<file path="src/rtl/sm_route_pkg.sv">
package sm_route_pkg;

    // Fixed geometry of one switch: four sides, two channel kinds.
    localparam int NUM_SIDES = 4;
    localparam int NUM_KINDS = 2;
    localparam int SEL_W     = 3;
    // Candidate sources per output: other three sides times two kinds.
    localparam int SRC_CNT   = (NUM_SIDES - 1) * NUM_KINDS;

    typedef enum logic [1:0] {
        SIDE_N = 2'd0,
        SIDE_E = 2'd1,
        SIDE_S = 2'd2,
        SIDE_W = 2'd3
    } side_e;

    typedef enum logic {
        KIND_SHORT = 1'b0,
        KIND_LONG  = 1'b1
    } kind_e;

    // Slot number of a select inside the configuration chain.
    function automatic int sel_slot(input int side, input int kind,
                                    input int idx, input int n_ch);
        return (side * NUM_KINDS + kind) * n_ch + idx;
    endfunction

    // Source side reached by candidate j from destination side d.
    function automatic int src_side(input int d, input int j);
        return (d + (j / NUM_KINDS) + 1) % NUM_SIDES;
    endfunction

    // Channel kind taken by candidate j.
    function automatic int src_kind(input int j);
        return j % NUM_KINDS;
    endfunction

endpackage

</file>
<file path="src/rtl/sm_cfg_chain.sv">
module sm_cfg_chain #(
    parameter int CHAIN_W = 96
) (
    input  logic               clk,
    input  logic               rst_n,
    input  logic               shift_en,
    input  logic               din,
    output logic [CHAIN_W-1:0] bits,
    output logic               dout
);

    typedef struct packed {
        logic [CHAIN_W-1:0] bits;
    } chain_t;

    chain_t st_d, st_q;

    // Next-state: shift toward the top when enabled, otherwise hold.
    always_comb begin
        st_d = st_q;
        if (shift_en) begin
            st_d.bits = {st_q.bits[CHAIN_W-2:0], din};
        end
    end

    always_ff @(posedge clk or negedge rst_n) begin
        if (!rst_n) begin
            st_q <= '0;
        end else begin
            st_q <= st_d;
        end
    end

    assign bits = st_q.bits;
    assign dout = st_q.bits[CHAIN_W-1];

endmodule

</file>
<file path="src/rtl/sm_chan_mux.sv">
module sm_chan_mux #(
    parameter int SEL_W   = 3,
    parameter int SRC_CNT = 6
) (
    input  logic [SEL_W-1:0]   sel,
    input  logic [SRC_CNT-1:0] cand,
    input  logic               blank,
    output logic               y
);

    // Code 0 and any code above SRC_CNT leave the lane undriven (zero).
    always_comb begin
        y = 1'b0;
        if (!blank) begin
            for (int j = 0; j < SRC_CNT; j++) begin
                if (sel == SEL_W'(j + 1)) begin
                    y = cand[j];
                end
            end
        end
    end

endmodule

</file>
<file path="src/rtl/sm_route_switch.sv">
module sm_route_switch
    import sm_route_pkg::*;
#(
    parameter int N_CH = 4
) (
    input  logic                      clk,
    input  logic                      rst_n,
    input  logic                      cfg_en,
    input  logic                      cfg_din,
    output logic                      cfg_dout,
    input  logic [NUM_SIDES*N_CH-1:0] short_in,
    input  logic [NUM_SIDES*N_CH-1:0] long_in,
    output logic [NUM_SIDES*N_CH-1:0] short_out,
    output logic [NUM_SIDES*N_CH-1:0] long_out
);

    localparam int LANES    = NUM_SIDES * N_CH;
    localparam int SLOTS    = NUM_SIDES * NUM_KINDS * N_CH;
    localparam int CFG_BITS = SLOTS * SEL_W;

    logic [CFG_BITS-1:0] cfg_bits;

    // Serial configuration store.
    sm_cfg_chain #(
        .CHAIN_W (CFG_BITS)
    ) u_chain (
        .clk      (clk),
        .rst_n    (rst_n),
        .shift_en (cfg_en),
        .din      (cfg_din),
        .bits     (cfg_bits),
        .dout     (cfg_dout)
    );

    // One multiplexer per (side, kind, index); candidates share the index.
    for (genvar d = 0; d < NUM_SIDES; d++) begin : g_side
        for (genvar k = 0; k < NUM_KINDS; k++) begin : g_kind
            for (genvar i = 0; i < N_CH; i++) begin : g_idx
                localparam int SLOT = sel_slot(d, k, i, N_CH);
                localparam int LANE = d * N_CH + i;

                logic [SRC_CNT-1:0] cand;
                logic               lane_y;

                for (genvar j = 0; j < SRC_CNT; j++) begin : g_cand
                    localparam int SRC_LANE = src_side(d, j) * N_CH + i;
                    if (src_kind(j) == int'(KIND_LONG)) begin : g_long
                        assign cand[j] = long_in[SRC_LANE];
                    end else begin : g_short
                        assign cand[j] = short_in[SRC_LANE];
                    end
                end

                sm_chan_mux #(
                    .SEL_W   (SEL_W),
                    .SRC_CNT (SRC_CNT)
                ) u_mux (
                    .sel   (cfg_bits[SLOT*SEL_W +: SEL_W]),
                    .cand  (cand),
                    .blank (cfg_en),
                    .y     (lane_y)
                );

                if (k == int'(KIND_LONG)) begin : g_to_long
                    assign long_out[LANE] = lane_y;
                end else begin : g_to_short
                    assign short_out[LANE] = lane_y;
                end
            end
        end
    end

endmodule

</file>
<file path="config.mk">
export PLATFORM = sky130hd
export DESIGN_NAME = sm_route_switch
export DESIGN_NICKNAME = d
export VERILOG_FILES = /design/src/rtl/sm_route_pkg.sv /design/src/rtl/sm_cfg_chain.sv /design/src/rtl/sm_chan_mux.sv /design/src/rtl/sm_route_switch.sv
export SDC_FILE = /design/constraint.sdc
export NUM_CORES = 1
export LEC_CHECK = 0
export CAP_MARGIN = 30
export CELL_PAD_IN_SITES_DETAIL_PLACEMENT = 0
export CELL_PAD_IN_SITES_GLOBAL_PLACEMENT = 1
export CORE_MARGIN = 1
export CORE_UTILIZATION = 30
export CTS_BUF_LIST = sky130_fd_sc_hd__clkbuf_16
export CTS_CLUSTER_DIAMETER = 100
export DETAILED_ROUTE_END_ITERATION = 10
export DONT_BUFFER_PORTS = 1
export HOLD_SLACK_MARGIN = 0.1
export PLACE_DENSITY_LB_ADDON = 0.1
export SLEW_MARGIN = 15
export SYNTH_ARGS = -nofsm -noshare
export SYNTH_HDL_FRONTEND = slang
export SYNTH_SLANG_ARGS = --single-unit
export TNS_END_PERCENT = 20
</file>
<file path="constraint.sdc">
create_clock -name clk -period 1.76 [get_ports clk]
set_clock_uncertainty 0.1 [all_clocks]
set_input_delay 0.088 -clock clk [delete_from_list [all_inputs] [get_ports clk]]
set_output_delay 0.088 -clock clk [all_outputs]
set_load 0.01 [all_outputs]
</file>
==> metrics.txt, run 1 <==
# TYPE chip_impl_metric gauge
chip_impl_metric{name="antenna_found_initial",unit=""} 0
chip_impl_metric{name="detail_route.first_pass.iterations",unit=""} 4
chip_impl_info{name="crit_chain",value="nand2b_1 -> mux4_2 -> nor2_4"} 1
chip_impl_metric{name="power_leakage",unit="nW"} 2.83
chip_impl_info{name="run_status",value="finished with violations"} 1
chip_impl_metric{name="register_area",unit="sq um"} 2440
chip_impl_metric{name="timing.critical_path.depth",unit=""} 3
chip_impl_metric{name="route.detailed.wl_per_inst",unit="um"} 19.8
chip_impl_metric{name="postLayoutCellArea",unit="sq um"} 6670
chip_impl_info{name="layout_common_cells",value="86 x sky130_fd_sc_hd__mux2_2, 66 x sky130_fd_sc_hd__dfrtp_1, 58 x sky130_fd_sc_hd__nand2_1, 46 x sky130_fd_sc_hd__dlygate4sd3_1, 37 x sky130_fd_sc_hd__o21ai_0"} 1
chip_impl_info{name="rsz0062_at_grt",value="true"} 1
chip_impl_metric{name="r2r.worst_path.cells",unit=""} 3
chip_impl_metric{name="design.die.area",unit="sq um"} 18800
chip_impl_metric{name="cp_max_fo",unit=""} 6
chip_impl_metric{name="worst-r2r-setup-slack",unit="ns"} 0.15
chip_impl_metric{name="placeable_core_region",unit="sq um"} 17900
chip_impl_metric{name="cts_buffer_depth",unit=""} 2
chip_impl_metric{name="largest_reg_flops",unit=""} 96
chip_impl_metric{name="grt_max_degree",unit=""} 97
chip_impl_metric{name="path_clk_slew",unit="ns"} 0.07
chip_impl_metric{name="total_switching_power",unit="W"} 0.00170
chip_impl_metric{name="buffer_ports.inserted",unit=""} 0
chip_impl_metric{name="final_layout_setup_total_negative_slack",unit="ns"} 0
chip_impl_metric{name="switching_share",unit="%"} 28.9
chip_impl_info{name="endpoint_of_the_most_critical_register_to_register_path",value="u_chain.bits[11]"} 1
chip_impl_metric{name="netlist-cell-type-count",unit=""} 24
chip_impl_metric{name="chipHeight",unit="um"} 137
chip_impl_metric{name="mappedNetlistNets",unit=""} 564
chip_impl_metric{name="report.power.total",unit="W"} 0.00586
chip_impl_metric{name="seqPwrFrac",unit="%"} 48.3
chip_impl_info{name="clock_tree_from_tritoncts",value="done"} 1
chip_impl_metric{name="routed-via-count",unit=""} 4353
chip_impl_metric{name="use_met2",unit="%"} 28.2
chip_impl_info{name="layout_commonest_cell",value="sky130_fd_sc_hd__mux2_2"} 1
chip_impl_metric{name="fillers",unit=""} 1792
chip_impl_metric{name="final_layout_size_suffix_gt1_share",unit="%"} 32.9
chip_impl_metric{name="power.share.combinational",unit="%"} 20.8
chip_impl_metric{name="max_slew.worst_pin.slew",unit="ns"} 0.404
chip_impl_info{name="grt_busiest_layer",value="met2"} 1
chip_impl_metric{name="post-dp-hpwl",unit="um"} 9620
chip_impl_metric{name="num_io_pins",unit=""} 69
chip_impl_info{name="crit_slowest_cell",value="sky130_fd_sc_hd__mux4_2"} 1
chip_impl_info{name="worst_setup_ep",value="short_out[1]"} 1
chip_impl_info{name="path_class",value="reg2out"} 1
chip_impl_metric{name="syn_area",unit="sq um"} 5470
chip_impl_metric{name="multiInputGateArea",unit="sq um"} 2950
chip_impl_metric{name="drt_iter0_drc",unit=""} 158
chip_impl_metric{name="clock_latency",unit="ns"} 0.35
chip_impl_metric{name="critical_path.n_buffers_inverters",unit=""} 0
chip_impl_metric{name="final_nets",unit=""} 606
chip_impl_metric{name="asyncSetResetFlopFracSynth",unit="%"} 100
chip_impl_metric{name="setup_viol_count_final",unit=""} 0
chip_impl_metric{name="holdBufCountCts",unit=""} 47
chip_impl_metric{name="cellInternalPower",unit="W"} 0.00417
chip_impl_metric{name="clock_power_share",unit="%"} 30.9
chip_impl_metric{name="rows",unit=""} 49
chip_impl_metric{name="power.density",unit="nW/um^2"} 879
chip_impl_metric{name="grt_first_pass_wirelength",unit="um"} 24600
chip_impl_metric{name="critical_path_arrival",unit="ns"} 1.56
chip_impl_metric{name="max-slew-margin-rel",unit="%"} 72.7
chip_impl_metric{name="global_route.usage.total",unit="%"} 17.6
chip_impl_metric{name="post_synth_inst_count",unit=""} 528
chip_impl_metric{name="postSynthAreaPerCell",unit="sq um"} 10.4
chip_impl_metric{name="maxSlewViolCount",unit=""} 0
chip_impl_metric{name="drt-vias-per-instance",unit=""} 5.41
chip_impl_info{name="synth_ff_type",value="sky130_fd_sc_hd__dfrtp_1"} 1
chip_impl_metric{name="fin_crit",unit="ns"} 1.75
chip_impl_metric{name="grt.met3_usage",unit="%"} 2.89
chip_impl_info{name="holdCritPathClass",value="in2async"} 1
chip_impl_info{name="endpoint_class_of_the_critical_path",value="output port"} 1
chip_impl_metric{name="chipWidth",unit="um"} 137
chip_impl_metric{name="cts_made_buffers",unit=""} 9
chip_impl_metric{name="final_hold_viols",unit=""} 96
chip_impl_metric{name="peakVddDrop",unit="mV"} 0.467
chip_impl_metric{name="placed_area",unit="sq um"} 5630
chip_impl_metric{name="cts.sink_count",unit=""} 96
chip_impl_metric{name="cp_data_required_time",unit="ns"} 1.57
chip_impl_info{name="worstSetupStartpoint",value="u_chain.bits[4]"} 1
chip_impl_metric{name="critPathMaxStageDelay",unit="ns"} 0.50
chip_impl_metric{name="place.gp.congestion",unit=""} 0.723
chip_impl_metric{name="area_delta_synth_final",unit="%"} 21.9
chip_impl_metric{name="num_antenna_cells",unit=""} 0
chip_impl_info{name="cpLargestDelayFamily",value="multiplexers"} 1
chip_impl_metric{name="route.final.wire_length",unit="um"} 15900
chip_impl_info{name="violated_checks",value="hold timing"} 1
chip_impl_info{name="reg2reg_from",value="u_chain.bits[11]"} 1
chip_impl_metric{name="first_global_vias",unit=""} 4308
chip_impl_metric{name="globalRouteMet1Util",unit="%"} 23.8
chip_impl_metric{name="hold_slack",unit="ns"} -0.676
chip_impl_metric{name="postRouteAntennaNets",unit=""} 0
chip_impl_metric{name="yosysSeqAreaShare",unit="%"} 43.9
chip_impl_metric{name="count_of_flip_flops_with_a_built_in_enable_after_synthesis",unit=""} 0
chip_impl_info{name="critPathLaunchType",value="flop"} 1
chip_impl_metric{name="remaining_drc_errors",unit=""} 0
chip_impl_metric{name="synth.ff_latch_count",unit=""} 96
chip_impl_metric{name="floorplan.initialDensity",unit="%"} 30.6
chip_impl_metric{name="htree_num_levels",unit=""} 3
chip_impl_metric{name="grt-ovfl-total",unit=""} 0
chip_impl_info{name="clk_root_buffer_cell",value="sky130_fd_sc_hd__clkbuf_16"} 1
chip_impl_metric{name="yosysWarnings",unit=""} 0
chip_impl_metric{name="finalCritPeriodShare",unit="%"} 99.3
chip_impl_metric{name="drv.max_cap_violation_count",unit=""} 0
chip_impl_metric{name="clock.fmax",unit="MHz"} 572
## synthesized netlist by cell type, types with 11 or more instances
library cell                n  area (sq um)
sky130_fd_sc_hd__a211oi_1  11          82.6
sky130_fd_sc_hd__o41ai_1   20           175
sky130_fd_sc_hd__nand2b_1  12          75.1
sky130_fd_sc_hd__a21oi_1   20           100
sky130_fd_sc_hd__mux2_2    86           968
sky130_fd_sc_hd__o21ai_0   38           190
sky130_fd_sc_hd__buf_4     32           240
sky130_fd_sc_hd__o22ai_1   24           150
sky130_fd_sc_hd__buf_2     13          65.1
sky130_fd_sc_hd__nand2_1   58           218
sky130_fd_sc_hd__mux2i_1   22           220
sky130_fd_sc_hd__dfrtp_1   96          2400
sky130_fd_sc_hd__nor2_1    11          41.3
sky130_fd_sc_hd__nand3_1   20           100
sky130_fd_sc_hd__nand3b_1  16           120
sky130_fd_sc_hd__a31oi_1   21           131
## worst min-delay path by stage
| stage | endpoint | slack [ns] | cells past startpoint | from |
|---|---|---|---|---|
| finish | u_chain.bits[55] | -0.68 | 0 | rst_n |
| global route | u_chain.bits[55] | -0.68 | 0 | rst_n |
| floorplan | u_chain.bits[0] | -0.31 | 0 | rst_n |
| global placement | u_chain.bits[76] | -0.30 | 0 | rst_n |
| CTS | u_chain.bits[0] | -0.68 | 0 | rst_n |
| detailed placement | u_chain.bits[76] | -0.30 | 0 | rst_n |
## power groups by stage
stage	logic [W]	clock network [W]	registers, W
6_report	0.00122	0.00181	0.00284
5_1_grt	0.00133	0.00195	0.00289
4_1_cts	0.00112	0.00188	0.00283
3_5_place_dp	0.000795	0	0.00284
3_3_place_gp	0.000775	0	0.00283
2_1_floorplan	0.000791	0	0.00272
## layer usage
metal / vias up / share of wire [%] / routed length [um]
met4: 0 / 1.2 / 185
met3: 15 / 4.4 / 704
met2: 100 / 48 / 7610
met1: 2201 / 46 / 7390
met5: - / 0 / 0
li1: 2037 / - / -
## final cells by class
type / instances / area share, %
Clock buffer: 9 / 3.38
Timing Repair Buffer: 80 / 11.0
Sequential cell: 96 / 36.6
Inverter: 1 / 0.0563
Multi-Input combinational cell: 382 / 44.2
Clock inverter: 7 / 0.450
Tap cell: 229 / 4.30
## stage by stage
stage	setup slack, ns	hold slack, ns	std cells	utilization [%]
2_1_floorplan	0.360	-0.308	528	-
3_3_place_gp	0.273	-0.304	733	31.4
3_5_place_dp	0.223	-0.301	733	31.4
4_1_cts	-0.0264	-0.683	798	36.5
5_1_grt	-0.0693	-0.684	804	37.3
6_report	0.0127	-0.676	804	37.3
## worst register-to-register path, cell delays in order (launching register included)
cell                            delay (ns)
sky130_fd_sc_hd__dfrtp_2              0.44
sky130_fd_sc_hd__buf_4                0.16
sky130_fd_sc_hd__mux2_2               0.25
sky130_fd_sc_hd__dlygate4sd3_1        0.55
## repair_timing
action | 4_1_cts | 5_1_grt
pin swaps | 0 | 3
setup buffers | 2 | 6
endpoints found under the setup margin | 18 | 24
endpoints found under the hold margin | 192 | 96
gates cloned | 0 | 0
gates resized for setup | 30 | 32
## cell families (layout without fill, tap and decap cells)
kind of cell | after synthesis | after routing | synth area share, %
compound gates | 145 | 145 | 16.7
buf+inv | 50 | 97 | 5.92
flops | 96 | 96 | 43.9
mux | 109 | 109 | 22.1
simple gates | 128 | 128 | 11.4
(Power assumes the default switching activity.)
==> inputs of run 2 (changes only) <==
Settings changed: PLACE_DENSITY set to 0.53, PLACE_DENSITY_LB_ADDON 0.1 to unset.
==> metrics.txt, run 2 (same netlist as run 1, synthesis figures left out) <==
# TYPE chip_impl_metric gauge
chip_impl_metric{name="buffer_ports.inserted",unit=""} 0
chip_impl_metric{name="placed_area",unit="sq um"} 5630
chip_impl_metric{name="chipWidth",unit="um"} 137
chip_impl_info{name="violated_checks",value="hold timing"} 1
chip_impl_metric{name="cp_max_fo",unit=""} 6
chip_impl_info{name="endpoint_class_of_the_critical_path",value="output port"} 1
chip_impl_metric{name="floorplan.initialDensity",unit="%"} 30.6
chip_impl_metric{name="placeable_core_region",unit="sq um"} 17900
chip_impl_metric{name="grt_max_degree",unit=""} 99
chip_impl_metric{name="grt-ovfl-total",unit=""} 0
chip_impl_metric{name="detailroute.wirelength.met2",unit="um"} 7510
chip_impl_metric{name="drt-vias-per-instance",unit=""} 5.38
chip_impl_info{name="run_status",value="finished with violations"} 1
chip_impl_metric{name="route.detailed.wl_per_inst",unit="um"} 19.0
chip_impl_metric{name="cts.sink_count",unit=""} 96
chip_impl_info{name="rsz0062_at_grt",value="true"} 1
chip_impl_metric{name="maxSlewViolCount",unit=""} 0
chip_impl_metric{name="global_route.usage.total",unit="%"} 17.1
chip_impl_metric{name="clock_latency",unit="ns"} 0.35
chip_impl_info{name="layout_common_cells",value="86 x sky130_fd_sc_hd__mux2_2, 60 x sky130_fd_sc_hd__dfrtp_1, 58 x sky130_fd_sc_hd__nand2_1, 57 x sky130_fd_sc_hd__dlygate4sd3_1, 39 x sky130_fd_sc_hd__buf_4"} 1
chip_impl_metric{name="grt_first_pass_wirelength",unit="um"} 23900
chip_impl_metric{name="fillers",unit=""} 1778
chip_impl_metric{name="clock.fmax",unit="MHz"} 572
chip_impl_metric{name="final_layout_size_suffix_gt1_share",unit="%"} 35.4
chip_impl_metric{name="area_delta_synth_final",unit="%"} 27.0
chip_impl_metric{name="holdBufCountCts",unit=""} 59
chip_impl_metric{name="max-slew-margin-rel",unit="%"} 46.8
chip_impl_metric{name="hold_slack",unit="ns"} -0.669
chip_impl_metric{name="postLayoutCellArea",unit="sq um"} 6950
chip_impl_metric{name="max_slew.worst_pin.slew",unit="ns"} 0.795
chip_impl_metric{name="routed-via-count",unit=""} 4419
chip_impl_metric{name="rows",unit=""} 49
chip_impl_metric{name="setup_ws",unit="ns"} 0.0113
chip_impl_metric{name="finalCritPeriodShare",unit="%"} 99.4
chip_impl_info{name="clock_tree_from_tritoncts",value="done"} 1
chip_impl_metric{name="route.final.wire_length",unit="um"} 15600
chip_impl_metric{name="report.power.total",unit="W"} 0.00622
chip_impl_metric{name="path_clk_slew",unit="ns"} 0.06
chip_impl_info{name="holdCritPathClass",value="in2async"} 1
chip_impl_metric{name="setup_viol_count_final",unit=""} 0
chip_impl_metric{name="final_nets",unit=""} 624
chip_impl_metric{name="antenna_found_initial",unit=""} 0
chip_impl_info{name="clk_root_buffer_cell",value="sky130_fd_sc_hd__clkbuf_16"} 1
chip_impl_metric{name="chipHeight",unit="um"} 137
chip_impl_metric{name="cp_data_required_time",unit="ns"} 1.57
chip_impl_metric{name="fin_crit",unit="ns"} 1.75
chip_impl_metric{name="postRouteAntennaNets",unit=""} 0
chip_impl_info{name="path_class",value="reg2out"} 1
chip_impl_metric{name="detail_route.first_pass.iterations",unit=""} 4
chip_impl_metric{name="cts_buffer_depth",unit=""} 2
chip_impl_metric{name="final_layout_setup_total_negative_slack",unit="ns"} 0
chip_impl_metric{name="worst_setup_slack_before_clock_tree_synthesis",unit="ns"} 0.251
chip_impl_metric{name="design.die.area",unit="sq um"} 18800
chip_impl_metric{name="power.density",unit="nW/um^2"} 894
chip_impl_metric{name="layout.core_utilization",unit="%"} 38.8
chip_impl_metric{name="wl_met1",unit="um"} 7040
chip_impl_metric{name="power_leakage",unit="nW"} 2.97
chip_impl_metric{name="peakVddDrop",unit="mV"} 0.492
chip_impl_metric{name="post-dp-hpwl",unit="um"} 9330
chip_impl_metric{name="drv.max_cap_violation_count",unit=""} 0
chip_impl_metric{name="htree_num_levels",unit=""} 3
chip_impl_metric{name="critical_path_arrival",unit="ns"} 1.56
chip_impl_metric{name="met3_wirelength",unit="um"} 912
chip_impl_metric{name="final_hold_viols",unit=""} 96
chip_impl_info{name="critPathLaunchType",value="flop"} 1
chip_impl_info{name="layout_commonest_cell",value="sky130_fd_sc_hd__mux2_2"} 1
chip_impl_metric{name="first_global_vias",unit=""} 4348
chip_impl_metric{name="num_antenna_cells",unit=""} 0
chip_impl_metric{name="place.gp.congestion",unit=""} 0.782
chip_impl_info{name="top_signal_layer_used",value="met4"} 1
chip_impl_metric{name="largest_reg_flops",unit=""} 96
chip_impl_metric{name="cts_made_buffers",unit=""} 9
chip_impl_metric{name="num_io_pins",unit=""} 69
chip_impl_metric{name="remaining_drc_errors",unit=""} 0
chip_impl_metric{name="drt_iter0_drc",unit=""} 261
run 2: path summary, 6_finish.rpt:
kind | startpoint | endpoint | cells past startpoint | slack (ns)
worst max-delay path | u_chain.bits[4] | short_out[1] | 3 | 0.01
worst min-delay path | rst_n | u_chain.bits[16] | 0 | -0.67
worst max register to register | u_chain.bits[29] | u_chain.bits[30] | 3 | 0.16
worst min register to register | u_chain.bits[3] | u_chain.bits[4] | 1 | 0.45
max in group asynchronous | rst_n | u_chain.bits[35] | 0 | 2.07
min in group clk | cfg_en | short_out[1] | 1 | 0.20
run 2: metal layers:
metal	vias up	GRT usage [%]
li1	2071	-
met1	2225	22.0
met2	111	28.3
met3	12	4.96
met4	0	3.91
met5	-	0
run 2: final cells by class:
cell class / count / area [sq um] / share of cell area [%]
sequential: 96 / 2450 / 35.2
inverter: 1 / 3.75 / 0.0540
clock buffer: 9 / 225 / 3.24
multi-input combinational: 382 / 2990 / 43.0
tap: 229 / 287 / 4.12
timing repair buffer: 98 / 911 / 13.1
clock inverter: 7 / 87.6 / 1.26
run 2: power by group:
group          internal [W]  total [W]  switching, W
combinational      0.000796    0.00126      0.000460
sequential          0.00248    0.00285      0.000374
clock               0.00123    0.00211      0.000876
total               0.00451    0.00622       0.00171
run 2: repair_timing:
action / 4_1_cts / 5_1_grt
endpoints found under the hold margin: 192 / 96
gates resized for setup: 29 / 45
pin swaps: 1 / 6
endpoints found under the setup margin: 15 / 32
buffers inserted: 4 / 10
run 2: per-stage QoR:
step,cells,hold slack [ns]
final,822,-0.669
after global routing,822,-0.690
after CTS,812,-0.691
after detailed placement,733,-0.303
after global placement,733,-0.304
after floorplan,528,-0.308
run 2: critical path, cell delays in order (launching register included):
cell                       delay [ns]
sky130_fd_sc_hd__dfrtp_2         0.45
sky130_fd_sc_hd__nand2b_1        0.15
sky130_fd_sc_hd__mux4_2          0.49
sky130_fd_sc_hd__nor2_4          0.12
